$ cat src/rtl/spi_pin_pkg.sv
package spi_pin_pkg;
  localparam int unsigned NPINS = 4;

  typedef enum logic [1:0] {
    PIN_DIN  = 2'd0,
    PIN_DOUT = 2'd1,
    PIN_CLK  = 2'd2,
    PIN_SEL  = 2'd3
  } pin_idx_e;

  typedef logic [NPINS-1:0] pin_vec_t;
endpackage

$ cat src/rtl/spi_pin_rst_sync.sv
module spi_pin_rst_sync #(
  parameter int unsigned STAGES = 2
) (
  input  logic clk,
  input  logic rst_n,
  output logic rst_n_sync
);
  logic [STAGES-1:0] chain_q;
  logic [STAGES-1:0] chain_d;

  always_comb begin
    chain_d = {chain_q[STAGES-2:0], 1'b1};
  end

  always_ff @(posedge clk or negedge rst_n) begin
    if (!rst_n) chain_q <= '0;
    else        chain_q <= chain_d;
  end

  assign rst_n_sync = chain_q[STAGES-1];
endmodule

$ cat src/rtl/spi_pin_sync.sv
module spi_pin_sync #(
  parameter int unsigned STAGES    = 2,
  parameter logic        RESET_VAL = 1'b1
) (
  input  logic clk,
  input  logic rst_n,
  input  logic d_async,
  output logic q_sync
);
  logic [STAGES-1:0] stage_q;
  logic [STAGES-1:0] stage_d;

  generate
    if (STAGES == 1) begin : g_one
      always_comb stage_d = d_async;
    end else begin : g_many
      always_comb stage_d = {stage_q[STAGES-2:0], d_async};
    end
  endgenerate

  always_ff @(posedge clk or negedge rst_n) begin
    if (!rst_n) stage_q <= {STAGES{RESET_VAL}};
    else        stage_q <= stage_d;
  end

  assign q_sync = stage_q[STAGES-1];
endmodule

$ cat src/rtl/spi_pin_route.sv
module spi_pin_route (
  input  logic ser_own,
  input  logic ser_drv,
  input  logic ser_val,
  input  logic latch,
  input  logic dir,
  output logic oe,
  output logic out
);
  always_comb begin
    if (!ser_own) begin
      oe  = dir;
      out = latch;
    end else if (!latch) begin
      oe  = 1'b1;
      out = 1'b0;
    end else begin
      oe  = ser_drv;
      out = ser_drv & ser_val;
    end
  end
endmodule

$ cat src/rtl/spi_pin_mux.sv
module spi_pin_mux
  import spi_pin_pkg::*;
#(
  parameter int unsigned SYNC_STAGES = 2,
  parameter int unsigned RST_STAGES  = 2
) (
  input  logic             clk,
  input  logic             rst_n,
  input  logic             port_en,
  input  logic             master_mode,
  input  logic             tx_en,
  input  logic             ser_dout,
  input  logic             ser_sclk_out,
  input  logic [NPINS-1:0] gp_latch,
  input  logic [NPINS-1:0] gp_dir,
  input  logic [NPINS-1:0] pad_in,
  output logic [NPINS-1:0] pad_out,
  output logic [NPINS-1:0] pad_oe,
  output logic             ser_din,
  output logic             ser_sclk_in,
  output logic             ser_sel_act
);
  logic     rst_n_int;
  logic     sel_sync;
  logic     slave_on;
  logic     master_on;
  logic     dout_enable;
  pin_vec_t own_v;
  pin_vec_t drv_v;
  pin_vec_t val_v;

  spi_pin_rst_sync #(.STAGES(RST_STAGES)) u_rst (
    .clk       (clk),
    .rst_n     (rst_n),
    .rst_n_sync(rst_n_int)
  );

  spi_pin_sync #(.STAGES(SYNC_STAGES), .RESET_VAL(1'b1)) u_sel_sync (
    .clk    (clk),
    .rst_n  (rst_n_int),
    .d_async(pad_in[PIN_SEL]),
    .q_sync (sel_sync)
  );

  always_comb begin
    master_on   = port_en &  master_mode;
    slave_on    = port_en & ~master_mode;
    dout_enable = master_on | (slave_on & tx_en & ~sel_sync);

    own_v           = '0;
    own_v[PIN_DIN]  = port_en;
    own_v[PIN_DOUT] = port_en;
    own_v[PIN_CLK]  = port_en;
    own_v[PIN_SEL]  = slave_on;

    drv_v           = '0;
    drv_v[PIN_DOUT] = dout_enable;
    drv_v[PIN_CLK]  = master_on;

    val_v           = '0;
    val_v[PIN_DOUT] = ser_dout;
    val_v[PIN_CLK]  = ser_sclk_out;
  end

  genvar gi;
  generate
    for (gi = 0; gi < NPINS; gi++) begin : g_pin
      spi_pin_route u_route (
        .ser_own(own_v[gi]),
        .ser_drv(drv_v[gi]),
        .ser_val(val_v[gi]),
        .latch  (gp_latch[gi]),
        .dir    (gp_dir[gi]),
        .oe     (pad_oe[gi]),
        .out    (pad_out[gi])
      );
    end
  endgenerate

  assign ser_din     = pad_in[PIN_DIN];
  assign ser_sclk_in = pad_in[PIN_CLK];
  assign ser_sel_act = slave_on & ~sel_sync;
endmodule

$ cat config.mk
export PLATFORM = sky130hd
export DESIGN_NAME = spi_pin_mux
export DESIGN_NICKNAME = d
export VERILOG_FILES = /design/src/rtl/spi_pin_pkg.sv /design/src/rtl/spi_pin_rst_sync.sv /design/src/rtl/spi_pin_sync.sv /design/src/rtl/spi_pin_route.sv /design/src/rtl/spi_pin_mux.sv
export SDC_FILE = /design/constraint.sdc
export NUM_CORES = 1
export LEC_CHECK = 0
export ABC_CLOCK_PERIOD_IN_PS = 1100
export BUFFER_PORTS_ARGS = -buffer_cell sky130_fd_sc_hd__buf_2
export CORE_AREA = 2 2 39 41
export CTS_CLUSTER_DIAMETER = 50
export DETAILED_ROUTE_END_ITERATION = 10
export DIE_AREA = 0 0 41 43
export PLACE_DENSITY = 0.59
export SETUP_SLACK_MARGIN = 0.4
export SYNTH_ARGS = -nofsm -noshare
export SYNTH_HDL_FRONTEND = slang
export SYNTH_HIERARCHICAL = 1
export SYNTH_SLANG_ARGS = --single-unit
export TNS_END_PERCENT = 30
$ cat constraint.sdc
create_clock -name clk -period 1.1 [get_ports clk]
set_input_delay 0.055 -clock clk [delete_from_list [all_inputs] [get_ports clk]]
set_output_delay 0.055 -clock clk [all_outputs]
set_load 0.05 [all_outputs]
==> summary.md <==
| Metric | Value |
|---|---|
| Period utilization | `121.7%` |
| CTS sink cnt | `4` |
| CP max FO | `2` |
| Slowest-stage cell, CP | `dfstp_2` |
| Post-synth top area cell | `dfstp_2` |
| Average size of a mapped cell | `about 8.3 sq um` |
| Status | `complete, but fails checks` |
| Clock edge transition at the registers on the reported setup and hold paths | `0.04 ns` |
| Core box area | `approximately 1400 sq um` |
| CP cell instances | `nor2b_1 -> o21a_1 -> inv_2 -> a31oi_4 -> buf_6` |
| Starting DRT DRC Count | `0` |
| # diodes | `0` |
| CTS HTree Levels | `1` |
| Pin count of the biggest net entering global routing | `8` |
| Failing checks | `negative setup slack` |
| Synth area leaders | `dfstp_2 (19%), dfrtp_1 (18%), a21boi_1 (11%), nor2b_4 (10%), a31oi_1 (9.1%)` |
| Row cnt | `14` |
| Pins Over Slew Limit | `0` |
| Sequential area share after synthesis | `37.44%` |
| Final nets | `a little under 90` |
| Fillers | `about 140` |
| Layout area overhead | `121.5%` |
| Vias in the first global route | `around 320` |
| Met2 routed WL | `roughly 370 um` |
| GRT Total Usage | `a little under 9%` |
| CTS Buffer Depth | `2` |
| Warnings, synthesis | `6` |
| Mapped Area | `roughly 270 sq um` |
| Synth top area share | `between 10% and 20%` |
| RSZ-0062 raised after global routing | `yes` |
| PortBufs | `24` |
| Share of cells above drive strength 1 | `63.24%` |
| Req. time, crit path | `about 1.0 ns` |
| Async set-reset flop share out of synthesis | `100.0%` |
| DIE HEIGHT | `~43 um` |
| Max Clock Skew | `roughly 0.0027 ns` |
| Initial Util | `between 10% and 20%` |
| Max Cap Viol | `0` |
| Total Wirelength | `about 660 um` |
| Initial antenna violation count | `0` |
| Max frequency | `approximately 750 MHz` |
| Post-detail-place hpwl | `521.2 um` |
| Postcts setup bufs | `0` |
| EDFF count, synth | `0` |
| Number of remaining DRC errors | `0` |
| Number of I/O pins | `30` |
| CP startpoint kind | `register` |
| Uppermost layer routed | `met3` |
| VDD IR-drop max | `about 560 uV` |
| GPL Wtd Cong | `roughly 0.57` |
| Wire length on met1 | `238 um` |
| Post-route ant nets | `0` |
| GRT overflow | `0` |
| Crit path kind | `register to output port` |
| Cell variety after synth | `13` |
| Setup-failing EPs final | `2` |
| Hold Violations, Final | `0` |
| Die Area | `between 1500 and 2000 sq um` |
| Total Power | `0.6102 mW` |
| Gate Count Post-Synth | `33` |
| Clock latency on the worst-skew pair | `approximately 0.23 ns` |
| Dpl ws | `-0.06111 ns` |
| Seq cells post-synth | `4` |
| Top_reg_cell synth | `dfstp_2` |
| Cell area power density | `1006 nW/um^2` |
| Routed length per instance | `~7.9 um` |
| Pleak | `between 0.2 and 0.3 nW` |
| TritonCTS clock tree | `yes` |
| Sum of negative setup slack | `-0.4590 ns` |
| First-pass GRT wire length | `between 900 and 1000 um` |
| Critical Path Max Stage Delay | `roughly 0.52 ns` |
| Crit path DAT | `about 1.3 ns` |
| Fin crit period | `about 1.3 ns` |
| CTS Buf Count | `3` |
| Initial DRT Pass Iterations | `1` |
| Via density | `~3.9` |
| Top cells by count, synth | `a21boi_1 (4), a31oi_1 (4), inv_1 (4), nand2_1 (4), nor2_1 (4)` |
| CTS root buffer | `clkbuf_4` |
| Final core occ | `43.85%` |
| Die W | `roughly 40 um` |
| Metal3 WL | `49 um` |
| Worst setup EP type | `output port` |
| Final worst slack | `-0.2391 ns` |
| Worst hold path class | `input pin to output port` |
| Vias post-DR | `between 300 and 400` |
[worst max-delay path, delay by kind of cell (launching register included)]
family	cells	cell delay, ns
compound gates	2	0.27
buf+inv	2	0.23
flops	1	0.52
simple gates	1	0.04
[area by class of cell]
type | instances | area [sq um] | area share [%]
Multi-Input combinational cell | 28 | 225.2 | 37.11
Timing Repair Buffer | 28 | 217.7 | 35.88
Sequential cell | 4 | 102.6 | 16.91
Tap cell | 16 | 20.02 | 3.299
Clock buffer | 4 | 26.28 | 4.330
Inverter | 4 | 15.01 | 2.474
[metrics by stage]
step | area [sq um] | hold slack (ns) | cells
final | 606.8 | 0.1100 | 84
after CTS | 568.0 | 0.1103 | 84
after global routing | 606.8 | 0.1101 | 84
after detailed placement | 465.4 | -0.1598 | 78
after global placement | 465.4 | -0.1589 | 78
after floorplan | 325.3 | -0.2406 | 38
[kinds of logic after synthesis]
kind of cell	share of synthesized area [%]
AOI/OAI and AO/OA	22.83
buffers and inverters	10.96
DFF	37.44
other	2.741
and+or+nand+nor	26.03
[cell usage in the layout (no fill, tap or decap), drive strengths merged]
master	Yosys	final
dfrtp	2	2
buf	2	26
a31oi	4	4
nor2b	3	3
clkbuf	0	4
o21a	1	1
inv	4	4
dlygate4sd3	0	2
conb	2	7
nor2	4	4
a21boi	4	4
dfstp	2	2
and2	1	1
nand2	4	4
[flip-flops by register name, indices dropped and copies added, names as in the netlist]
register / count
u_rst/chain_q: 2
u_sel_sync/stage_q: 2
[repair_timing]
action / 4_1_cts / 5_1_grt
endpoints found under the hold margin: 3 / 0
pin swaps: 1 / 5
resized for setup: 20 / 8
hold buffers: 2 / 0
setup endpoints to repair: 9 / 8
[per-layer routing]
metal  vias up  global-route usage (%)
met3         0                   3.141
met5         -                       0
met4         0                   8.000
li1        168                       -
met1       145                   6.230
met2        13                   15.63
[final timing paths]
kind | slack, ns | startpoint | cells past startpoint | to
min in group asynchronous | 0.13 | rst_n | 2 | u_rst/chain_q[1]
worst max register to register | 0.54 | u_sel_sync/stage_q[0] | 0 | u_sel_sync/stage_q[1]
worst min-delay path | 0.11 | pad_in[2] | 0 | ser_sclk_in
worst max-delay path | -0.24 | u_sel_sync/stage_q[1] | 5 | pad_oe[1]
worst min register to register | 0.20 | u_rst/chain_q[1] | 0 | u_sel_sync/stage_q[1]
max in group asynchronous | 0.88 | rst_n | 2 | u_rst/chain_q[0]
[where the power goes]
group          total (mW)  switching, mW  internal, mW
clock               0.196         0.0603         0.136
sequential          0.161        0.00295         0.158
combinational       0.252          0.145         0.107
Power figures use the tool's default switching activity.
